<file path="config.mk">
export PLATFORM = sky130hd
export DESIGN_NAME = spi_fifo_pair
export DESIGN_NICKNAME = d
export VERILOG_FILES = /design/src/rtl/spi_fifo_pkg.sv /design/src/rtl/spi_byte_fifo.sv /design/src/rtl/spi_irq_ctrl.sv /design/src/rtl/spi_fifo_pair.sv
export SDC_FILE = /design/constraint.sdc
export NUM_CORES = 1
export LEC_CHECK = 0
export BUFFER_PORTS_ARGS = -buffer_cell sky130_fd_sc_hd__buf_2
export CAP_MARGIN = 0
export CORE_ASPECT_RATIO = 1.75
export CORE_MARGIN = 2
export CORE_UTILIZATION = 45
export CTS_BUF_LIST = sky130_fd_sc_hd__clkbuf_4
export CTS_CLUSTER_DIAMETER = 100
export CTS_CLUSTER_SIZE = 12
export DETAILED_ROUTE_END_ITERATION = 10
export PLACE_DENSITY_LB_ADDON = 0.12
export SETUP_SLACK_MARGIN = 0.15
export SYNTH_ARGS = -nofsm -noshare
export SYNTH_HDL_FRONTEND = slang
export SYNTH_HIERARCHICAL = 1
export SYNTH_SLANG_ARGS = --single-unit
</file>
<file path="constraint.sdc">
create_clock -name clk -period 3.9 [get_ports clk]
set_input_delay 0.78 -clock clk [delete_from_list [all_inputs] [get_ports clk]]
set_output_delay 0.78 -clock clk [all_outputs]
set_load 0.01 [all_outputs]
</file>
<file path="src/rtl/spi_fifo_pkg.sv">
package spi_fifo_pkg;

  localparam int          ADDR_W     = 3;
  localparam logic [2:0]  ADDR_TXD   = 3'd0;
  localparam logic [2:0]  ADDR_RXD   = 3'd1;
  localparam logic [2:0]  ADDR_FCTRL = 3'd2;
  localparam logic [2:0]  ADDR_FSTAT = 3'd3;
  localparam logic [2:0]  ADDR_ISTAT = 3'd4;
  localparam logic [2:0]  ADDR_IEN   = 3'd5;

  // flag index i lives at word bit 4*i
  localparam int NFLAG    = 4;
  localparam int FL_RXRDY = 0;
  localparam int FL_TXREQ = 1;
  localparam int FL_OVF   = 2;
  localparam int FL_DONE  = 3;

  localparam int RX_FLUSH_BIT = 15;
  localparam int TX_FLUSH_BIT = 31;

  function automatic logic [31:0] flags_to_word(input logic [NFLAG-1:0] f);
    logic [31:0] w;
    w = '0;
    for (int i = 0; i < NFLAG; i++) w[4*i] = f[i];
    return w;
  endfunction

  function automatic logic [NFLAG-1:0] word_to_flags(input logic [31:0] w);
    logic [NFLAG-1:0] f;
    for (int i = 0; i < NFLAG; i++) f[i] = w[4*i];
    return f;
  endfunction

endpackage

</file>
<file path="src/rtl/spi_byte_fifo.sv">
module spi_byte_fifo #(
  parameter int DEPTH = 64,
  parameter int W     = 8,
  localparam int AW   = (DEPTH > 1) ? $clog2(DEPTH) : 1,
  localparam int CW   = $clog2(DEPTH + 1)
) (
  input  logic          clk,
  input  logic          rst_n,
  input  logic          flush,
  input  logic          push,
  input  logic [W-1:0]  push_data,
  input  logic          pop,
  output logic [W-1:0]  head,
  output logic [CW-1:0] count,
  output logic          full,
  output logic          empty
);

  logic [W-1:0]  mem [DEPTH];
  logic [AW-1:0] wr_ptr, rd_ptr;
  logic          do_push, do_pop;

  assign full    = (count == CW'(DEPTH));
  assign empty   = (count == '0);
  assign do_push = push && !full && !flush;
  assign do_pop  = pop && !empty && !flush;
  assign head    = mem[rd_ptr];

  function automatic logic [AW-1:0] step(input logic [AW-1:0] p);
    return (p == AW'(DEPTH - 1)) ? '0 : p + 1'b1;
  endfunction

  always_ff @(posedge clk) begin
    if (do_push) mem[wr_ptr] <= push_data;
  end

  always_ff @(posedge clk or negedge rst_n) begin
    if (!rst_n) begin
      wr_ptr <= '0;
      rd_ptr <= '0;
      count  <= '0;
    end else if (flush) begin
      wr_ptr <= '0;
      rd_ptr <= '0;
      count  <= '0;
    end else begin
      if (do_push) wr_ptr <= step(wr_ptr);
      if (do_pop)  rd_ptr <= step(rd_ptr);
      case ({do_push, do_pop})
        2'b10:   count <= count + 1'b1;
        2'b01:   count <= count - 1'b1;
        default: count <= count;
      endcase
    end
  end

endmodule

</file>
<file path="src/rtl/spi_irq_ctrl.sv">
module spi_irq_ctrl #(
  parameter int         NF         = 4,
  parameter logic [3:0] LEVEL_MASK = 4'b0011
) (
  input  logic          clk,
  input  logic          rst_n,
  input  logic [NF-1:0] cond,
  input  logic [NF-1:0] clr,
  input  logic          en_we,
  input  logic [NF-1:0] en_val,
  output logic [NF-1:0] stat,
  output logic [NF-1:0] en,
  output logic          irq
);

  for (genvar i = 0; i < NF; i++) begin : g_flag
    if (LEVEL_MASK[i]) begin : g_level
      // clear wins; a persisting condition sets the flag again next cycle
      always_ff @(posedge clk or negedge rst_n) begin
        if (!rst_n)       stat[i] <= 1'b0;
        else if (clr[i])  stat[i] <= 1'b0;
        else if (cond[i]) stat[i] <= 1'b1;
      end
    end else begin : g_event
      // event wins so no occurrence is lost
      always_ff @(posedge clk or negedge rst_n) begin
        if (!rst_n)       stat[i] <= 1'b0;
        else if (cond[i]) stat[i] <= 1'b1;
        else if (clr[i])  stat[i] <= 1'b0;
      end
    end
  end

  always_ff @(posedge clk or negedge rst_n) begin
    if (!rst_n)     en <= '0;
    else if (en_we) en <= en_val;
  end

  assign irq = |(stat & en);

endmodule

</file>
<file path="src/rtl/spi_fifo_pair.sv">
module spi_fifo_pair
  import spi_fifo_pkg::*;
#(
  parameter int DEPTH = 64,
  localparam int CW   = $clog2(DEPTH + 1)
) (
  input  logic        clk,
  input  logic        rst_n,
  input  logic [2:0]  reg_addr,
  input  logic        reg_wr,
  input  logic        reg_rd,
  input  logic [31:0] reg_wdata,
  output logic [31:0] reg_rdata,
  output logic        tx_valid,
  input  logic        tx_ready,
  output logic [7:0]  tx_data,
  input  logic        rx_valid,
  input  logic [7:0]  rx_data,
  input  logic        xfer_done,
  output logic        irq
);

  logic [7:0]       rx_lvl, tx_lvl;
  logic             fctrl_we, rx_flush, tx_flush;
  logic             tx_push, tx_pop, rx_pop;
  logic [7:0]       tx_head, rx_head;
  logic [CW-1:0]    tx_cnt, rx_cnt;
  logic [7:0]       tx_cnt8, rx_cnt8;
  logic             tx_full, tx_empty, rx_full, rx_empty;
  logic [NFLAG-1:0] cond, clr, istat, ien;

  assign fctrl_we = reg_wr && (reg_addr == ADDR_FCTRL);
  assign rx_flush = fctrl_we && reg_wdata[RX_FLUSH_BIT];
  assign tx_flush = fctrl_we && reg_wdata[TX_FLUSH_BIT];
  assign tx_push  = reg_wr && (reg_addr == ADDR_TXD);
  assign rx_pop   = reg_rd && (reg_addr == ADDR_RXD);
  assign tx_pop   = tx_valid && tx_ready;

  always_ff @(posedge clk or negedge rst_n) begin
    if (!rst_n) begin
      rx_lvl <= '0;
      tx_lvl <= '0;
    end else if (fctrl_we) begin
      rx_lvl <= reg_wdata[7:0];
      tx_lvl <= reg_wdata[23:16];
    end
  end

  spi_byte_fifo #(.DEPTH(DEPTH), .W(8)) u_txq (
    .clk(clk), .rst_n(rst_n), .flush(tx_flush),
    .push(tx_push), .push_data(reg_wdata[7:0]), .pop(tx_pop),
    .head(tx_head), .count(tx_cnt), .full(tx_full), .empty(tx_empty)
  );

  spi_byte_fifo #(.DEPTH(DEPTH), .W(8)) u_rxq (
    .clk(clk), .rst_n(rst_n), .flush(rx_flush),
    .push(rx_valid), .push_data(rx_data), .pop(rx_pop),
    .head(rx_head), .count(rx_cnt), .full(rx_full), .empty(rx_empty)
  );

  assign tx_valid = !tx_empty;
  assign tx_data  = tx_head;
  assign tx_cnt8  = 8'(tx_cnt);
  assign rx_cnt8  = 8'(rx_cnt);

  always_comb begin
    cond           = '0;
    cond[FL_RXRDY] = (rx_cnt8 >= rx_lvl);
    cond[FL_TXREQ] = (tx_cnt8 <= tx_lvl);
    cond[FL_OVF]   = rx_valid && rx_full && !rx_flush;
    cond[FL_DONE]  = xfer_done;
  end

  assign clr = (reg_wr && (reg_addr == ADDR_ISTAT)) ? word_to_flags(reg_wdata) : '0;

  spi_irq_ctrl #(.NF(NFLAG), .LEVEL_MASK(4'b0011)) u_irq (
    .clk(clk), .rst_n(rst_n), .cond(cond), .clr(clr),
    .en_we(reg_wr && (reg_addr == ADDR_IEN)), .en_val(word_to_flags(reg_wdata)),
    .stat(istat), .en(ien), .irq(irq)
  );

  always_comb begin
    case (reg_addr)
      ADDR_RXD:   reg_rdata = rx_empty ? 32'h0 : {24'h0, rx_head};
      ADDR_FCTRL: reg_rdata = {8'h0, tx_lvl, 8'h0, rx_lvl};
      ADDR_FSTAT: reg_rdata = {8'h0, tx_cnt8, 8'h0, rx_cnt8};
      ADDR_ISTAT: reg_rdata = flags_to_word(istat);
      ADDR_IEN:   reg_rdata = flags_to_word(ien);
      default:    reg_rdata = 32'h0;
    endcase
  end

endmodule

</file>
==> impl_metrics.json <==
{
  "ctsHtreeMaxLevel": 3,
  "syn_inst": 2487,
  "fin_skew_ns": 0.0604,
  "floorplan.rows": 152,
  "grt_overflow": 0,
  "combPwrFrac_pct": 30.8,
  "hold_class": "in2reg",
  "start_kind": "flip-flop",
  "multi_input_area_sq_um": 11400,
  "finalCriticalPeriod_ns": 4.87,
  "r2r_cells": 10,
  "syn2layout_area_growth_pct": 12.9,
  "syn_area_per_cell_sq_um": 17.8,
  "cts_max_path_buffers": 3,
  "die_h_um": 419,
  "cts_root_buf": "clkbuf_4",
  "cts_tree": "built",
  "final_util_pct": 51.1,
  "portBuffers": 65,
  "drv_slew": 0,
  "track_usage_pct": 22.4,
  "fillers": 8150,
  "clkTransAtPathRegs_ns": 0.13,
  "status": "finished with violations",
  "gp_congestion": 0.886,
  "core_region_area_sq_um": 97900,
  "hold_violations": 0,
  "antenna_found_initial": 3,
  "worstPathMaxFanout": 6,
  "r2r_slack_ns": 0.43,
  "r2r_start": "u_txq/count[3]",
  "fin_crit_sh_pct": 125,
  "worstPathRequired_ns": 3.12,
  "ir_drop_mv": 0.295,
  "clock_sinks": 1086,
  "synth_warnings": 6,
  "p_leak_nw": 16.7,
  "drt_first_pass_iters": 5,
  "first_global_vias": 24782,
  "p_sw_share_pct": 31.1,
  "synth_area_sq_um": 44400,
  "fin_ws_ns": -0.972,
  "grt_max_degree": 66,
  "dr.first_iter.drc_count": 1675,
  "internal_power_mw": 18.7,
  "max_freq_mhz": 205,
  "vias": 23681,
  "worst_pin_slew_ns": 1.19,
  "seqPwrFrac_pct": 49.7,
  "cts_buffers": 100,
  "switching_power_mw": 8.47,
  "whs_endpoint": "u_irq/stat[2]",
  "chipWidth_um": 241,
  "wirelength_mm": 111,
  "worstPathArrival_ns": 4.09,
  "grt_setup_unrepaired": "yes",
  "cp-end-kind": "primary output",
  "avgViaCountPerCell": 5.68,
  "die-area_sq_um": 101000,
  "initial_core_util_pct": 45.3,
  "cap_violations": 0,
  "drc": 0,
  "worstReg2RegEnd": "u_txq/count[6]",
  "worstSetupPathType": "reg2out",
  "hold_path_depth": 4,
  "power_density_nw_per_um2": 543,
  "clockPowerShare_pct": 19.5,
  "drive_gt1_share_pct": 26.6,
  "hold_start": "rx_valid",
  "io_pins": 92,
  "nets": 2892,
  "drtAntennaViolNets": 0,
  "wl_per_cell_um": 26.7,
  "dpl.hpwl_mm": 76.2,
  "violations": "negative setup slack",
  "grt_pass1_wl_mm": 163,
  "seqCellArea_sq_um": 32300,
  "clkLatencyLatePin_ns": 1.04,
  "max_slew_margin_pct": 20.7,
  "setup_viol": 16,
  "power.total_mw": 27.2
}
layout make-up:
cell class | count | area share [%]
multi-input combinational | 1216 | 22.8
antenna | 7 | 0.0350
clock buffer | 138 | 2.07
timing repair buffer | 373 | 6.78
sequential | 1086 | 64.5
inverter | 35 | 0.262
clock inverter | 8 | 0.242
tap | 1309 | 3.27
cell usage in the layout (no fill, tap or decap), types with 21 or more instances in the layout:
master,count
a21oi_1,39
a22o_1,21
a22oi_1,83
buf_12,33
buf_2,54
buf_4,240
buf_6,21
clkbuf_4,138
dfrtp_1,56
edfxtp_1,1024
ha_1,28
inv_1,32
mux2i_1,232
mux4_2,160
nand2_1,80
nand3_1,46
nor2_1,176
o21ai_0,36
power groups by stage:
stage	registers, mW	clock network, mW	logic (mW)
3_5_place_dp	13.9	0	7.56
5_1_grt	13.6	5.91	8.91
6_report	13.5	5.30	8.39
3_3_place_gp	13.8	0	7.46
4_1_cts	13.5	5.53	8.34
2_1_floorplan	13.5	0	4.84
worst max path at each step:
stage	from	end	slack (ns)
after floorplan	reg_addr[2]	u_txq/count[6]	0.23
after global placement	u_rxq/rd_ptr[0]	reg_rdata[6]	-0.08
after detailed placement	u_rxq/rd_ptr[0]	reg_rdata[6]	-0.11
after CTS	u_rxq/rd_ptr[0]	reg_rdata[6]	-1.09
after global routing	u_rxq/rd_ptr[0]	reg_rdata[5]	-1.15
final	u_rxq/rd_ptr[0]	reg_rdata[1]	-0.97
repair_timing:
item                                   CTS  global route
gates cloned                             5             1
gates resized for setup                 77            20
setup endpoints to repair               17            18
setup buffers                           25             5
hold buffers                            12             0
endpoints found under the hold margin   73             0
pin swaps                               22            11
critical path: stages, from the launching register on:
cell       delay (ns)
dfrtp_4          0.53
buf_12           0.17
mux4_2           0.56
a22o_1           0.30
a221oi_2         0.26
o2111ai_1        0.17
a32o_2           0.32
a222oi_1         0.37
buf_4            0.22
inv_2            0.04
buf_6            0.11
per-stage QoR:
| stage | setup TNS, ns | setup WS (ns) | cell area, sq um | hold slack (ns) | cells |
|---|---|---|---|---|---|
| after CTS | -13.15 | -1.09 | 49900 | 0.0976 | 4159 |
| after global placement | -0.119 | -0.0809 | 47800 | 0.495 | 3971 |
| after detailed placement | -0.205 | -0.115 | 47800 | 0.508 | 3971 |
| final | -10.99 | -0.972 | 50100 | 0.237 | 4172 |
| after global routing | -13.74 | -1.15 | 50100 | 0.115 | 4171 |
| after floorplan | 0 | 0.234 | 44400 | 0.475 | 2500 |
flip-flops by register name (all words and copies together), names as in the netlist:
signal and cells:
u_rxq/rd_ptr 6, tx_lvl 8, u_irq/stat 4, u_irq/en 4
u_txq/count 7, u_rxq/mem 512, u_rxq/count 7, u_txq/rd_ptr 6
rx_lvl 8, u_rxq/wr_ptr 6, u_txq/wr_ptr 6, u_txq/mem 512
metal layers:
metal  GRT usage (%)  up-vias  wire, um
li1                -    10594         -
met1            23.4    12277     38700
met2            42.9      588     62600
met3            3.13      220      4110
met4            11.3        2      6010
met5               0        -        13
Power figures use the tool's default switching activity.
